[src/rtl/uart_lb_pkg.sv]
package uart_lb_pkg;
  localparam int CW      = 5;
  localparam int CTL_LB  = 0;
  localparam int CTL_DTR = 1;
  localparam int CTL_RTS = 2;
  localparam int CTL_O1  = 3;
  localparam int CTL_O2  = 4;

  localparam int MS_N   = 4;
  localparam int MS_CTS = 0;
  localparam int MS_DSR = 1;
  localparam int MS_DCD = 2;
  localparam int MS_RI  = 3;

  typedef enum logic [2:0] {
    SRC_NONE, SRC_LBRK, SRC_TX, SRC_XBRK, SRC_RX
  } push_src_e;

  function automatic logic [MS_N-1:0] ctrl_to_ms(input logic [CW-1:0] c);
    logic [MS_N-1:0] r;
    r         = '0;
    r[MS_CTS] = c[CTL_RTS];
    r[MS_DSR] = c[CTL_DTR];
    r[MS_DCD] = c[CTL_O1];
    r[MS_RI]  = c[CTL_O2];
    return r;
  endfunction
endpackage

[src/rtl/lb_modem_map.sv]
module lb_modem_map
  import uart_lb_pkg::*;
(
  input  logic            clk,
  input  logic            rst_n,
  input  logic            ctrl_wr,
  input  logic [CW-1:0]   ctrl_wdata,
  input  logic [MS_N-1:0] irq_clr,
  output logic            loop_en,
  output logic [MS_N-1:0] ms_flags,
  output logic [MS_N-1:0] ms_irq,
  output logic            map_evt
);
  logic [MS_N-1:0] new_flags;

  assign map_evt   = ctrl_wr & ctrl_wdata[CTL_LB];
  assign new_flags = ctrl_to_ms(ctrl_wdata);

  always_ff @(posedge clk) begin
    if (!rst_n) begin
      loop_en  <= 1'b0;
      ms_flags <= '0;
      ms_irq   <= '0;
    end else begin
      if (ctrl_wr) loop_en <= ctrl_wdata[CTL_LB];
      if (map_evt) begin
        ms_flags <= new_flags;
        ms_irq   <= new_flags;
      end else begin
        ms_irq <= ms_irq & ~irq_clr;
      end
    end
  end

  p_map_r2: assert property (@(posedge clk) disable iff (!rst_n)
    map_evt |=> (ms_flags[MS_CTS] == $past(ctrl_wdata[CTL_RTS])) &&
                (ms_flags[MS_RI]  == $past(ctrl_wdata[CTL_O2])));
  p_hold_r8: assert property (@(posedge clk) disable iff (!rst_n)
    !map_evt |=> $stable(ms_flags));
  p_rebuild_r3: assert property (@(posedge clk) disable iff (!rst_n)
    map_evt |=> ms_irq == ms_flags);
  p_clear_r3: assert property (@(posedge clk) disable iff (!rst_n)
    !map_evt |=> (ms_irq & $past(irq_clr)) == '0);
endmodule

[src/rtl/lb_break_track.sv]
module lb_break_track (
  input  logic clk,
  input  logic rst_n,
  input  logic brk_wr,
  input  logic brk_val,
  input  logic loop_en,
  input  logic fifo_en,
  input  logic ext_brk,
  input  logic err_clr,
  output logic loop_brk_evt,
  output logic ext_brk_evt,
  output logic brk_err
);
  logic brk_q;

  assign loop_brk_evt = brk_wr & brk_val & ~brk_q & loop_en;
  assign ext_brk_evt  = ext_brk & ~loop_en & ~fifo_en;

  always_ff @(posedge clk) begin
    if (!rst_n) begin
      brk_q   <= 1'b0;
      brk_err <= 1'b0;
    end else begin
      if (brk_wr) brk_q <= brk_val;
      if (ext_brk_evt)  brk_err <= 1'b1;
      else if (err_clr) brk_err <= 1'b0;
    end
  end

  p_err_set_r7: assert property (@(posedge clk) disable iff (!rst_n)
    ext_brk_evt |=> brk_err);
  p_err_keep_r5: assert property (@(posedge clk) disable iff (!rst_n)
    loop_en && !err_clr |=> brk_err == $past(brk_err));
endmodule

[src/rtl/lb_push_arb.sv]
module lb_push_arb
  import uart_lb_pkg::*;
#(
  parameter int DATA_W = 8
) (
  input  logic              clk,
  input  logic              rst_n,
  input  logic              loop_en,
  input  logic              loop_brk_evt,
  input  logic              tx_wr,
  input  logic [DATA_W-1:0] tx_data,
  input  logic              ext_brk_evt,
  input  logic              rx_valid,
  input  logic [DATA_W-1:0] rx_data,
  output logic              push_vld,
  output logic [DATA_W+2:0] push_word
);
  localparam int WORD_W  = DATA_W + 3;
  localparam int BRK_BIT = DATA_W + 2;
  localparam logic [WORD_W-1:0] BRK_WORD = WORD_W'(1) << BRK_BIT;

  push_src_e src;

  function automatic logic [WORD_W-1:0] data_word(input logic [DATA_W-1:0] d);
    return {3'b000, d};
  endfunction

  always_comb begin
    if (loop_brk_evt)            src = SRC_LBRK;
    else if (loop_en && tx_wr)   src = SRC_TX;
    else if (ext_brk_evt)        src = SRC_XBRK;
    else if (!loop_en && rx_valid) src = SRC_RX;
    else                         src = SRC_NONE;
  end

  always_ff @(posedge clk) begin
    if (!rst_n) begin
      push_vld  <= 1'b0;
      push_word <= '0;
    end else begin
      push_vld <= (src != SRC_NONE);
      case (src)
        SRC_LBRK, SRC_XBRK: push_word <= BRK_WORD;
        SRC_TX:             push_word <= data_word(tx_data);
        SRC_RX:             push_word <= data_word(rx_data);
        default:            push_word <= push_word;
      endcase
    end
  end

  p_tx_r4: assert property (@(posedge clk) disable iff (!rst_n)
    loop_en && tx_wr && !loop_brk_evt |=>
      push_vld && push_word == {3'b000, $past(tx_data)});
  p_drop_r5: assert property (@(posedge clk) disable iff (!rst_n)
    loop_en && !tx_wr && !loop_brk_evt |=> !push_vld);
  p_brk_r6: assert property (@(posedge clk) disable iff (!rst_n)
    loop_brk_evt |=> push_vld && push_word == BRK_WORD);
  p_quiet_r9: assert property (@(posedge clk) disable iff (!rst_n)
    !loop_brk_evt && !tx_wr && !ext_brk_evt && !rx_valid |=> !push_vld);
endmodule

[src/rtl/uart_loop_modem.sv]
module uart_loop_modem
  import uart_lb_pkg::*;
#(
  parameter int DATA_W = 8
) (
  input  logic              clk,
  input  logic              rst_n,
  input  logic              ctrl_wr,
  input  logic [4:0]        ctrl_wdata,
  input  logic [3:0]        irq_clr,
  input  logic              tx_wr,
  input  logic [DATA_W-1:0] tx_data,
  input  logic              brk_wr,
  input  logic              brk_val,
  input  logic              fifo_en,
  input  logic              rx_valid,
  input  logic [DATA_W-1:0] rx_data,
  input  logic              ext_brk,
  input  logic              err_clr,
  output logic              loop_en,
  output logic [3:0]        ms_flags,
  output logic [3:0]        ms_irq,
  output logic              push_vld,
  output logic [DATA_W+2:0] push_word,
  output logic              brk_err
);
  logic map_evt;
  logic loop_brk_evt;
  logic ext_brk_evt;

  lb_modem_map u_map (
    .clk(clk), .rst_n(rst_n), .ctrl_wr(ctrl_wr), .ctrl_wdata(ctrl_wdata),
    .irq_clr(irq_clr), .loop_en(loop_en), .ms_flags(ms_flags),
    .ms_irq(ms_irq), .map_evt(map_evt)
  );

  lb_break_track u_brk (
    .clk(clk), .rst_n(rst_n), .brk_wr(brk_wr), .brk_val(brk_val),
    .loop_en(loop_en), .fifo_en(fifo_en), .ext_brk(ext_brk),
    .err_clr(err_clr), .loop_brk_evt(loop_brk_evt),
    .ext_brk_evt(ext_brk_evt), .brk_err(brk_err)
  );

  lb_push_arb #(.DATA_W(DATA_W)) u_arb (
    .clk(clk), .rst_n(rst_n), .loop_en(loop_en),
    .loop_brk_evt(loop_brk_evt), .tx_wr(tx_wr), .tx_data(tx_data),
    .ext_brk_evt(ext_brk_evt), .rx_valid(rx_valid), .rx_data(rx_data),
    .push_vld(push_vld), .push_word(push_word)
  );

  p_loop_r2: assert property (@(posedge clk) disable iff (!rst_n)
    ctrl_wr |=> loop_en == $past(ctrl_wdata[CTL_LB]));
  p_pulse_r9: assert property (@(posedge clk) disable iff (!rst_n)
    push_vld && !tx_wr && !rx_valid && !brk_wr && !ext_brk |=> !push_vld);
endmodule

[config.mk]
export PLATFORM = sky130hd
export DESIGN_NAME = uart_loop_modem
export DESIGN_NICKNAME = d
export VERILOG_FILES = /design/src/rtl/uart_lb_pkg.sv /design/src/rtl/lb_modem_map.sv /design/src/rtl/lb_break_track.sv /design/src/rtl/lb_push_arb.sv /design/src/rtl/uart_loop_modem.sv
export SDC_FILE = /design/constraint.sdc
export NUM_CORES = 1
export LEC_CHECK = 0
export BUFFER_PORTS_ARGS = -buffer_cell sky130_fd_sc_hd__buf_4
export CAP_MARGIN = 20
export CORE_ASPECT_RATIO = 1.25
export CORE_MARGIN = 1.5
export CORE_UTILIZATION = 44
export CTS_CLUSTER_DIAMETER = 120
export CTS_CLUSTER_SIZE = 12
export DETAILED_ROUTE_END_ITERATION = 8
export MAX_ROUTING_LAYER = met4
export PLACE_DENSITY = 0.82
export SLEW_MARGIN = 5
export SYNTH_ARGS = -nofsm -noshare
export SYNTH_HDL_FRONTEND = slang
export SYNTH_SLANG_ARGS = --single-unit
[constraint.sdc]
create_clock -name clk -period 2 [get_ports clk]
set_input_delay 0.2 -clock clk [delete_from_list [all_inputs] [get_ports clk]]
set_output_delay 0.2 -clock clk [all_outputs]
set_load 0.02 [all_outputs]
# --- Yosys cells after proc, flatten, opt, wreduce, memory -nomap -nowiden ---
# Index checks and enable logic that the tools add are counted.
word_totals:
  reg_bits: 23
  out_inout_bits: 22
classes:
  bitwise_logic: 11
  n_reduce_logical: 7
  n_eq_ne: 4
  n_mux: 8
ops:
  columns: ["operator", "n"]
  rows:
  - ["$pmux 11 s3", 1]
  - ["$mux 3", 4]
  - ["$and 1x1->1", 6]
  - ["$eq 3x2->1 const B", 2]
  - ["$reduce_bool 3->1", 2]
  - ["$and 4x4->4", 1]
  - ["$mux 4", 1]
  - ["$not 4->4", 1]
  - ["$eq 3x1->1 const B", 1]
  - ["$eq 3x3->1 const B", 1]
  - ["$not 1->1", 3]
  - ["$logic_and 1x1->1", 2]
  - ["$mux 1", 2]
  - ["$reduce_bool 2->1", 1]
  - ["$reduce_or 2->1", 1]
  - ["$logic_not 1->1", 1]

# --- Depth between registers and ports, before layout ---
logic_depth:
  ltp_word: 9
  mapped_depth: 5

# --- Modules after synthesis ---
# Synthesis repeated with hierarchy kept, for this count alone.
unflattened:
  hier_cells: 93
  hier_area_um2: 913.4
modules_own_cells:
  columns: ["mod", "area_per_inst_um2", "instances", "cells_each", "seq_area_each_um2"]
  rows:
  - ["lb_push_arb", 445.4, 1, 52, 200.2]
  - ["lb_modem_map", 374.1, 1, 33, 180.2]
  - ["lb_break_track", 93.8, 1, 8, 40.0]

# --- Worst setup path before layout ---
# OpenSTA, ideal clock, no wires.
synth_path:
  path_type: "flip-flop to flip-flop"
  start: "register u_map.loop_en"
  end: "register u_arb.push_word[0]"
  arrival_ns: 1.172
  stages_incl_launch_ff: 6
  slack_ns: 0.705
  required_time_ns: 1.877
  setup_ns: 0.123
  n_path_buf: 1
  period_less_slack_ns: 1.295
  cell_sequence: "dfxtp_1 > nor2b_2 > and2_4 > buf_6 > a22oi_1 > a21boi_1"
synth_via:
  elab_chain_cells: 9
synth_lines:
  columns: ["element", "line_no", "text"]
  rows:
  - ["start, declared", "lb_modem_map.sv:9", "output logic loop_en,"]
  - ["start signal, assigned", "lb_modem_map.sv:25", "if (ctrl_wr) loop_en <= ctrl_wdata[CTL_LB];"]
  - ["$not 1->1 or $logic_not 1->1 (tied branches)", "lb_break_track.sv:17, lb_push_arb.sv:32", null]
  - ["$and 1x1->1 or $logic_and 1x1->1 (tied branches)", "lb_break_track.sv:17, lb_push_arb.sv:32", null]
  - ["$and 1x1->1 or $mux 3 (tied branches)", "lb_break_track.sv:17, lb_push_arb.sv:32", null]
  - ["$mux 3", "lb_push_arb.sv:31", "else if (ext_brk_evt) src = SRC_XBRK;"]
  - ["$mux 3", "lb_push_arb.sv:30", "else if (loop_en && tx_wr) src = SRC_TX;"]
  - ["$mux 3 (*)", "lb_push_arb.sv:29", "if (loop_brk_evt) src = SRC_LBRK;"]
  - ["$eq 3x1->1 or $eq 3x2->1 (tied branches)", "lb_push_arb.sv:42", "case (src)"]
  - ["$reduce_or 2->1", "lb_push_arb.sv:42", null]
  - ["$pmux 11 s3 or $reduce_bool 3->1 (tied branches)", null, null]
  - ["end signal, assigned", "lb_push_arb.sv:44", "SRC_TX: push_word <= data_word(tx_data);"]
  - ["end signal, assigned", "lb_push_arb.sv:45", "SRC_RX: push_word <= data_word(rx_data);"]
  - ["end signal, assigned", "lb_push_arb.sv:46", "default: push_word <= push_word;"]
  - ["end, declared", "lb_push_arb.sv:16", "output logic [DATA_W+2:0] push_word"]
# Every way passes the cells marked *; elsewhere a longest branch is shown, timed or not. The select of a mux whose other input is x is not followed.
# A chain may end at the register's enable or synchronous reset.

# --- Worst setup path in the final report ---
layout_path:
  start: "register u_map.loop_en"
  end: "register u_arb.push_word[1]"
# The elaborated chain is that of the path after synthesis.

==> summary.md <==
| Metric | Value |
|---|---|
| Die area | 0.00233 mm2 |
| DRC | 0 |
| Routability Congestion | 0.807 |
| Fin crit period | 1220 ps |
| Gr usage total | 19.4% |
| Vias in the first global route | 796 |
| Yosys cell types | 23 |
| Clock Power Share | 23.8% |
| Most area-hungry cell type in the Yosys netlist | dfxtp_1 |
| Share of layout cells above drive strength 1 | 44.4% |
| Maxcap violations | 0 |
| Clock Skews | 1.67 ps |
| Crit. End Element | register |
| Post-synth ARST share | 0% |
| Die Wd | 43.5 um |
| N_diodes | 0 |
| #FFs+latches synth | 21 |
| CTS resizes | 0 |
| Dpl ws | 770 ps |
| Syn_area_per_cell | 10.0 um2 |
| Grt ovf | 0 |
| Setup_tns | 0 ps |
| P&R area growth vs syn | 47.5% |
| Register area share after synthesis | 46.7% |
| Startpoint Class | register |
| Post-synth top flop | dfxtp_1 |
| Clock root buffer | clkbuf_4 |
| Most frequent cells in the layout | 54 x buf_4, 21 x dfxtp_1, 12 x nand3_1, 11 x a21boi_0 |
| CTS Sinks | 21 |
| Max rail drop VDD | 0.000374 V |
| TritonRoute pass-1 iters | 4 |
| Final ANT Viol Nets | 0 |
| Buffers on Ports | 54 |
| Fin worst setup slack | 777 ps |
| Final Hold Fails | 0 |
| Row count | 18 |
| Crit Path Category | register to register |
| Status | complete, no violations |
| IO Count | 57 |
| Commonest non-fill, non-tap cell in the layout | buf_4 |
| Initial DRC Count | 12 |
| Reg power frac | 53.8% |
| Sw Ratio | 27.0% |
| Combinational share of power | 22.4% |
| Total CTS buffers | 3 |
| Mapped Cells | 90 |
| Pin count of the biggest net entering global routing | 22 |
| Vias | 851 |
| Post-synth top area share | 46.7% |
| EDFF count, synth | 0 |
| Req. time, crit path | 2240 ps |
| FMAX | 818 MHz |
| Vert. Die Dim | 53.6 um |
| CTS tree | done |
| Core Area | 0.00196 mm2 |
| Latest clock arrival within the worst-skew pair | 300 ps |
| Slew Viols, Final | 0 |
| Final #Nets | 180 |
| Hold WC Path Type | primary input to register |
| Via/cell ratio | 5.19 |
| Crit Path Max Fanout | 8 |
| Pleak | 0.597 nW |
| RSZ-0062 raised after global routing | no |
| Power Total | 0.845 mW |
| Routed len/inst | 12.3 um |
| Critical path's slowest cell | dfxtp_1 |
| H-tree depth | 1 |
| Post-CTS Setup Bufs | 0 |
| Global-route wire length before repair | 3270 um |
| CP max stage delay | 500 ps |
| Worst-path clk slew | 120 ps |
| Antenna violations before repair | 0 |
| Deepest clock path buffer count | 2 |
| Aggregate routed wire length | 2020 um |
| Cell Int Power | 0.617 mW |
| Post-synth design cell area | 901 um2 |
| Post-DP HPWL | 1630 um |
| Initial Utilization | 46.0% |
| Crit path DAT | 1460 ps |
| Switch Pwr | 0.228 mW |
| Final Cycle Share | 61.2% |
| Final setup viols | 0 |
| Hold buffer count at cts | 0 |
| Syn. warnings | 0 |
| Cells along the critical path | nand2_1 -> nor2_2 -> a22oi_1 -> a21boi_1 |
| Top post-synthesis cells by area | dfxtp_1 47%, a21boi_0 9.2%, nand3_1 6.7%, a21boi_1 6.7%, a22oi_1 6.7% |
| Power Dens Cells | 636 mW/mm2 |
## registers in the layout, summed over array words and instances, names as in the netlist
| register | flops |
|---|---|
| u_arb.push_vld | 1 |
| u_brk.brk_q | 1 |
| u_map.ms_irq | 4 |
| u_arb.push_word | 9 |
| u_map.ms_flags | 4 |
| u_brk.brk_err | 1 |
| u_map.loop_en | 1 |
## final timing paths
path | end | slack [ps] | from | cells past startpoint
setup / recovery | u_arb.push_word[1] | 780 | u_map.loop_en | 4
hold reg to reg | u_arb.push_word[5] | 470 | u_arb.push_word[5] | 2
hold / removal | u_map.ms_irq[3] | 160 | irq_clr[3] | 3
setup reg to reg | u_arb.push_word[1] | 780 | u_map.loop_en | 4
## logic make-up after synthesis
logic type / after synthesis / share of synthesized area [%]
and+or+nand+nor: 32 / 20.8
buffers and inverters: 5 / 3.75
AOI/OAI and AO/OA: 30 / 27.2
muxes: 1 / 1.11
other: 1 / 0.416
DFF: 21 / 46.7
## synthesized netlist by cell type (all sizes together), types with 2 or more instances
master / n
dfxtp: 21
a21boi: 20
nand3: 12
a22oi: 8
nand2: 7
nand3b: 4
buf: 3
nor2b: 3
clkbuf: 2
## per-stage QoR
stage | instances | hold WS (ps) | area, um2 | util (%)
finish | 164 | 160 | 1330 | 67.8
global route | 164 | 174 | 1330 | 67.8
CTS | 164 | 153 | 1330 | 67.8
detailed placement | 160 | 460 | 1300 | 66.4
global placement | 160 | 450 | 1300 | 66.4
floorplan | 91 | 353 | 905 | -
## worst max-delay path, delay by kind of cell (launching register included)
family,cells,cell delay (ps)
AO/OA/AOI/OAI,2,260
flip-flops,1,500
AND/OR/NAND/NOR,2,400
## area by class of cell
type	count	area (um2)
clock buffer	3	22.5
clock inverter	1	5.00
fill	172	631
multi-input combinational	65	450
sequential	21	420
tap	20	25.0
timing repair buffer	54	405
## power by group through the flow
stage	Clock (mW)	Sequential [mW]	Combinational [mW]
2_1_floorplan	0	0.490	0.0715
6_report	0.201	0.455	0.189
4_1_cts	0.208	0.455	0.191
3_3_place_gp	0	0.463	0.188
3_5_place_dp	0	0.464	0.191
5_1_grt	0.218	0.457	0.207
## per-layer routing
| metal | vias up | GRT usage, % | wire [um] |
|---|---|---|---|
| met5 | - | - | 0 |
| met4 | 0 | 9.09 | 36 |
| met3 | 4 | 3.69 | 190 |
| met2 | 41 | 37.6 | 1050 |
| met1 | 377 | 18.3 | 742 |
| li1 | 429 | - | - |
Note: power is estimated with default switching activity, not from simulation.
